[src/rtl/fsc_sysctl_pkg.sv]
package fsc_sysctl_pkg;

    localparam int unsigned REG_W = 32;

    // Word addresses; the window decode depends on these values.
    typedef enum logic [1:0] {
        RA_CFG  = 2'd0,
        RA_STAT = 2'd1,
        RA_TEST = 2'd2,
        RA_WIN  = 2'd3
    } reg_sel_e;

    localparam int unsigned CFG_IDLE_BIT = 0;
    localparam int unsigned CFG_SRST_BIT = 1;
    localparam int unsigned TEST_MAP_BIT = 0;

    typedef struct packed {
        logic             auto_idle;
        logic             test_map;
        logic [REG_W-1:0] rdata;
    } regs_state_t;

endpackage

[src/rtl/fsc_sysctl_srst.sv]
module fsc_sysctl_srst #(
    parameter int unsigned RST_CYCLES = 8
) (
    input  logic clk,
    input  logic rst_n,
    input  logic start,
    output logic active,
    output logic done
);
    localparam int unsigned CNT_W = $clog2(RST_CYCLES + 1);
    localparam logic [CNT_W-1:0] CNT_LOAD = CNT_W'(RST_CYCLES);

    typedef struct packed {
        logic [CNT_W-1:0] cnt;
        logic             done;
    } srst_state_t;

    srst_state_t st_d, st_q;

    always_comb begin
        st_d = st_q;
        if (start) begin
            st_d.cnt  = CNT_LOAD;
            st_d.done = 1'b0;
        end else if (st_q.cnt != '0) begin
            st_d.cnt = st_q.cnt - 1'b1;
        end else begin
            st_d.done = 1'b1;
        end
    end

    always_ff @(posedge clk or negedge rst_n) begin
        if (!rst_n) st_q <= '0;
        else        st_q <= st_d;
    end

    assign active = (st_q.cnt != '0);
    assign done   = st_q.done;

    // a trigger holds the core in reset on the next cycle
    assert_start_enters_R2: assert property (@(posedge clk) disable iff (!rst_n)
        start |=> (active && !done));

    // completion never reported while reset is asserted
    assert_busy_not_done_R3: assert property (@(posedge clk) disable iff (!rst_n)
        active |-> !done);

    // completion follows the release by one cycle
    assert_done_after_release_R3: assert property (@(posedge clk) disable iff (!rst_n)
        ($fell(active) && !start) |=> done);

endmodule

[src/rtl/fsc_sysctl_clkreq.sv]
module fsc_sysctl_clkreq (
    input  logic clk,
    input  logic rst_n,
    input  logic auto_idle,
    input  logic bus_sel,
    input  logic core_busy,
    input  logic srst_active,
    output logic clk_en
);
    logic wake;

    always_comb begin
        wake   = bus_sel | core_busy | srst_active;
        clk_en = auto_idle ? wake : 1'b1;
    end

    // free-running clock when idle mode is off
    assert_free_run_R5: assert property (@(posedge clk) disable iff (!rst_n)
        !auto_idle |-> clk_en);

    // gated off when idle mode is on and nothing is pending
    assert_idle_gate_R6: assert property (@(posedge clk) disable iff (!rst_n)
        (auto_idle && !bus_sel && !core_busy && !srst_active) |-> !clk_en);

    // soft reset always has a clock
    assert_srst_clock_R7: assert property (@(posedge clk) disable iff (!rst_n)
        srst_active |-> clk_en);

endmodule

[src/rtl/fsc_sysctl_regs.sv]
module fsc_sysctl_regs
    import fsc_sysctl_pkg::*;
#(
    parameter int unsigned ADDR_W = 2
) (
    input  logic              clk,
    input  logic              rst_n,
    input  logic              bus_sel,
    input  logic              bus_we,
    input  logic [ADDR_W-1:0] bus_addr,
    input  logic [1:0]        wr_ctl,
    output logic [REG_W-1:0]  bus_rdata,
    input  logic              srst_done,
    input  logic [REG_W-1:0]  fifo_rdata,
    output logic              fifo_wr,
    output logic              fifo_rd,
    output logic              auto_idle,
    output logic              test_map,
    output logic              srst_start
);
    regs_state_t st_d, st_q;
    reg_sel_e    sel;
    logic        wr, rd;

    always_comb begin
        sel  = reg_sel_e'(bus_addr[1:0]);
        wr   = bus_sel & bus_we;
        rd   = bus_sel & ~bus_we;
        st_d = st_q;
        st_d.rdata = '0;

        srst_start = wr && (sel == RA_CFG) && wr_ctl[CFG_SRST_BIT];
        fifo_wr    = wr && (sel == RA_WIN) && st_q.test_map;
        fifo_rd    = rd && (sel == RA_WIN) && st_q.test_map;

        if (wr && sel == RA_CFG)  st_d.auto_idle = wr_ctl[CFG_IDLE_BIT];
        if (wr && sel == RA_TEST) st_d.test_map  = wr_ctl[TEST_MAP_BIT];

        if (rd) begin
            unique case (sel)
                RA_CFG:  st_d.rdata[CFG_IDLE_BIT] = st_q.auto_idle;
                RA_STAT: st_d.rdata[0]            = srst_done;
                RA_TEST: st_d.rdata[TEST_MAP_BIT] = st_q.test_map;
                RA_WIN:  if (st_q.test_map) st_d.rdata = fifo_rdata;
                default: st_d.rdata = '0;
            endcase
        end
    end

    always_ff @(posedge clk or negedge rst_n) begin
        if (!rst_n) st_q <= '0;
        else        st_q <= st_d;
    end

    assign bus_rdata = st_q.rdata;
    assign auto_idle = st_q.auto_idle;
    assign test_map  = st_q.test_map;

    // window refused without map enable
    assert_win_refused_R9: assert property (@(posedge clk) disable iff (!rst_n)
        !test_map |-> !(fifo_wr || fifo_rd));

    // read data is zero outside the cycle after a read
    assert_rdata_quiet_R10: assert property (@(posedge clk) disable iff (!rst_n)
        !$past(bus_sel && !bus_we) |-> (bus_rdata == '0));

    // control bits move only on a bus write
    assert_ctl_hold_R10: assert property (@(posedge clk) disable iff (!rst_n)
        !(bus_sel && bus_we) |=> ($stable(auto_idle) && $stable(test_map)));

endmodule

[src/rtl/fsc_sysctl.sv]
module fsc_sysctl
    import fsc_sysctl_pkg::*;
#(
    parameter int unsigned ADDR_W     = 2,
    parameter int unsigned RST_CYCLES = 8
) (
    input  logic              clk,
    input  logic              rst_n,
    input  logic              bus_sel,
    input  logic              bus_we,
    input  logic [ADDR_W-1:0] bus_addr,
    input  logic [REG_W-1:0]  bus_wdata,
    output logic [REG_W-1:0]  bus_rdata,
    input  logic              core_busy,
    output logic              core_srst,
    output logic              clk_en,
    output logic              fifo_wr,
    output logic              fifo_rd,
    output logic [REG_W-1:0]  fifo_wdata,
    input  logic [REG_W-1:0]  fifo_rdata
);
    logic srst_start, srst_active, srst_done;
    logic auto_idle, test_map;

    fsc_sysctl_regs #(.ADDR_W(ADDR_W)) u_regs (
        .clk        (clk),
        .rst_n      (rst_n),
        .bus_sel    (bus_sel),
        .bus_we     (bus_we),
        .bus_addr   (bus_addr),
        .wr_ctl     (bus_wdata[1:0]),
        .bus_rdata  (bus_rdata),
        .srst_done  (srst_done),
        .fifo_rdata (fifo_rdata),
        .fifo_wr    (fifo_wr),
        .fifo_rd    (fifo_rd),
        .auto_idle  (auto_idle),
        .test_map   (test_map),
        .srst_start (srst_start)
    );

    fsc_sysctl_srst #(.RST_CYCLES(RST_CYCLES)) u_srst (
        .clk    (clk),
        .rst_n  (rst_n),
        .start  (srst_start),
        .active (srst_active),
        .done   (srst_done)
    );

    fsc_sysctl_clkreq u_clkreq (
        .clk         (clk),
        .rst_n       (rst_n),
        .auto_idle   (auto_idle),
        .bus_sel     (bus_sel),
        .core_busy   (core_busy),
        .srst_active (srst_active),
        .clk_en      (clk_en)
    );

    assign core_srst  = srst_active;
    assign fifo_wdata = bus_wdata;

    // soft reset does not disturb the mode bits
    assert_srst_keeps_mode_R10: assert property (@(posedge clk) disable iff (!rst_n)
        (core_srst && !(bus_sel && bus_we)) |=> ($stable(auto_idle) && $stable(test_map)));

endmodule

[config.mk]
export PLATFORM = sky130hd
export DESIGN_NAME = fsc_sysctl
export DESIGN_NICKNAME = d
export VERILOG_FILES = /design/src/rtl/fsc_sysctl_pkg.sv /design/src/rtl/fsc_sysctl_srst.sv /design/src/rtl/fsc_sysctl_clkreq.sv /design/src/rtl/fsc_sysctl_regs.sv /design/src/rtl/fsc_sysctl.sv
export SDC_FILE = /design/constraint.sdc
export NUM_CORES = 1
export LEC_CHECK = 0
export BUFFER_PORTS_ARGS = -buffer_cell sky130_fd_sc_hd__buf_4
export CAP_MARGIN = 20
export CORE_ASPECT_RATIO = 1.5
export CORE_MARGIN = 3
export CORE_UTILIZATION = 41
export DETAILED_ROUTE_END_ITERATION = 10
export PLACE_DENSITY = 0.94
export SYNTH_ARGS = -nofsm -noshare
export SYNTH_HDL_FRONTEND = slang
export SYNTH_SLANG_ARGS = --single-unit
[constraint.sdc]
create_clock -name clk -period 1.9 [get_ports clk]
set_input_delay 0.095 -clock clk [delete_from_list [all_inputs] [get_ports clk]]
set_output_delay 0.095 -clock clk [all_outputs]
set_load 0.1 [all_outputs]
==> metrics.md <==
| Metric | Value |
|---|---|
| Die height | `84.2 um` |
| Synth Register Bits | `39` |
| Combinational power share | `26.5%` |
| Yosys cell types | `27` |
| Initial DRC Count | `12` |
| Crit Path Class | `register to output port` |
| Die area | `4890 um^2` |
| Switching share of power | `31.4%` |
| Initial Util | `44.2%` |
| FF-to-FF Start | `u_srst.st_q[1]$_DFFE_PN0P_` |
| Row cnt | `27` |
| Mapped Area | `1670 um^2` |
| Internal power | `0.00141 W` |
| Pre-antenna DRT Iters | `4` |
| Setup Skew | `0.00736 ns` |
| Final Cycle Share | `91.3%` |
| Worst path most repeated cell | `inv_1` |
| CTS clock-pin slew for the worst setup and hold paths | `0.07 ns` |
| Register area share after synthesis | `58.4%` |
| Layout cells sized above 1 | `48.5%` |
| GRT overflow | `0` |
| Final max-slew violation count | `0` |
| R2R setup slack | `0.49 ns` |
| Maximum VDD drop | `0.000691 V` |
| Core area | `3780 um^2` |
| Post-route DRC violation count | `0` |
| Antenna cell count | `0` |
| Status | `completed` |
| Gate Count Post-Synth | `141` |
| Largest net degree at the start of global routing | `40` |
| Startpoint Class | `register` |
| Bufs on Longest Clock Path | `2` |
| Via Count | `1113` |
| CP max stage delay | `0.39 ns` |
| Global-route wire length before repair | `4.97 mm` |
| CTS tree | `yes` |
| Syn. warnings | `0` |
| Worst hold-check path type | `input pin to register` |
| Max FO, Critical Path | `4` |
| CP endpoint kind | `output port` |
| Syn_nets | `214` |
| WL/cell | `13.6 um` |
| GR Util All Layers | `13.7%` |
| Root Buffer Master | `clkbuf_8` |
| H-tree depth | `2` |
| Fmax | `577 MHz` |
| Setup TNS | `0 ns` |
| DR vias/cell | `4.70` |
| Vias in the first global route | `1165` |
| Nets | `267` |
| Mean Syn Cell Area | `11.9 um^2` |
| Psw | `0.000646 W` |
| Ys async rst share | `100%` |
| Area grow syn2layout | `30.1%` |
| Routed WL | `3.23 mm` |
| Post-DP HPWL | `2.54 mm` |
| Clk_lat worst skew | `0.28 ns` |
| Clock sink count | `39` |
| Final core utilization | `57.5%` |
| Crit path to | `core_srst` |
| R2R depth | `5` |
| Post-synth EDFFs | `0` |
| I/O pin cnt | `139` |
| RR Endpoint | `u_srst.st_q[2]$_DFFE_PN0P_` |
| Clock power frac | `26.4%` |
| Crit path DAT | `1.64 ns` |
| RD Place Congestion | `0.701` |
| Max Cap Viol | `0` |
| Final setup fails | `0` |
| Final ANT Viol Nets | `0` |
| Worst Max-Slew Pin Slew | `0.468 ns` |
| Final Hold Viols | `0` |
| Crit path required time | `1.80 ns` |
| Critical Path Start | `u_srst.st_q[1]$_DFFE_PN0P_` |
| Slowest CP cell | `dfrtp_1` |
| Post-route minimum period | `1.73 ns` |
| Primary FF master, synth | `dfrtp_1` |
| Worst relative slew slack | `68.8%` |
| Port-buffer cells | `78` |
| Post-route total power | `0.00206 W` |
| P_leak | `1.18 nW` |
| CTS buffer count | `5` |
| Pwr dens | `946 nW/um^2` |
| CP Cell Sequence | `inv_1 > ha_1 > nor3b_4 > inv_1 > buf_4` |
| RSZ-0062 raised after global routing | `no` |
| Die width | `58.1 um` |
| Antenna violations before repair | `0` |
| Sequential power share | `47.1%` |
## worst min path at each step
stage / from / endpoint / slack, ns / cells after the start
floorplan: rst_n / u_regs.auto_idle$_DFFE_PN0P_ / -0.20 / 0
global placement: rst_n / u_srst.st_q[4]$_DFFE_PN0P_ / 0.08 / 1
detailed placement: rst_n / u_srst.st_q[4]$_DFFE_PN0P_ / 0.09 / 1
CTS: fifo_rdata[2] / u_regs.bus_rdata[2]$_DFF_PN0_ / 0.008 / 2
global route: fifo_rdata[2] / u_regs.bus_rdata[2]$_DFF_PN0_ / 0.001 / 2
finish: fifo_rdata[10] / u_regs.bus_rdata[10]$_DFF_PN0_ / 0.02 / 2
## routing by layer
layer	wire length, um	track usage, %	up-vias	part of all wire [%]
met5	0	0	-	0
met1	1020	12.2	522	32
met4	53	6.54	0	1.6
met3	358	6.15	8	11
li1	-	-	514	-
met2	1800	25.0	69	56
## synthesized netlist by cell type, drive strengths merged (2+ instances only)
library cell	count	area share (%)
and2	32	12
a211oi	3	1.6
ha	2	1.5
nor2	7	1.7
mux2	2	1.3
clkbuf	2	0.60
inv	4	0.90
nand3	2	0.60
buf	33	15
nand2b	3	1.1
dfrtp	39	58
## placed cells by master, fill, tap and decap left out
cell type,netlist,routed
a211o_1,1,1
a211oi_1,2,2
a211oi_2,1,1
a21oi_1,1,1
and2_1,31,31
and2_4,1,1
and2b_2,1,1
and4bb_1,1,1
buf_4,32,80
clkbuf_8,0,6
clkinv_2,0,1
dfrtp_1,39,39
dlygate4sd3_1,0,1
ha_1,2,2
inv_1,4,4
mux2_2,2,2
nand2_1,1,1
nand2b_1,3,3
nand3_1,2,2
nand3b_1,1,1
nand4_1,1,1
nor2_1,6,6
nor2_2,1,1
nor3_1,1,1
nor3b_4,0,1
o21ai_0,1,1
or3_1,1,1
xnor2_1,1,1
## sequential cells by signal, indices dropped and copies added, names as in the netlist
name              flops
u_regs.test_map       1
u_srst.st_q           4
u_srst.done           1
u_regs.auto_idle      1
u_regs.bus_rdata     32
## worst max-delay path, delay by kind of cell (launching register included)
family,cells,cell delay [ns]
buf+inv,3,0.49
fa+ha+maj,1,0.21
flops,1,0.39
simple gates,1,0.28
## cells by family after synthesis
| group | share of synthesized area, % |
|---|---|
| adders and majority gates | 1.50 |
| DFF | 58.4 |
| xor gates and xnor gates | 0.524 |
| and+or+nand+nor | 19.3 |
| muxes | 1.35 |
| AOI/OAI and AO/OA | 2.77 |
| buffers and inverters | 16.2 |
## per-stage QoR
stage / setup WS, ns / cell area, um^2 / hold WS (ns) / cells
after floorplan: 0.101 / 1670 / -0.201 / 141
after global routing: 0.0327 / 2170 / 0.00148 / 237
after detailed placement: 0.429 / 2070 / 0.0944 / 229
after global placement: 0.510 / 2070 / 0.0839 / 229
after CTS: 0.106 / 2170 / 0.00769 / 237
final: 0.166 / 2170 / 0.0168 / 237
## power groups by stage
stage	clock [W]	combinational [W]	sequential [W]
2_1_floorplan	0	0.000604	0.00104
3_3_place_gp	0	0.000520	0.000970
3_5_place_dp	0	0.000539	0.000974
4_1_cts	0.000569	0.000542	0.000960
5_1_grt	0.000603	0.000590	0.000977
6_report	0.000543	0.000544	0.000969
## layout make-up
cell class / count / area [um^2]
multi-input cells: 63 / 432
flip-flops and latches: 39 / 976
clock buffers: 6 / 82.6
repair buffers: 81 / 611
clock inverters: 1 / 5.00
well taps: 43 / 53.8
inverters: 4 / 15.0
fillers: 349 / 1610
## what timing repair did
item	in CTS	in global routing
buffers inserted	0	0
hold buffers	1	0
endpoints found under the hold margin	39	0
resized for setup	0	1
endpoints found under the setup margin	0	2
No activity file was read; power rests on OpenSTA's default activity.
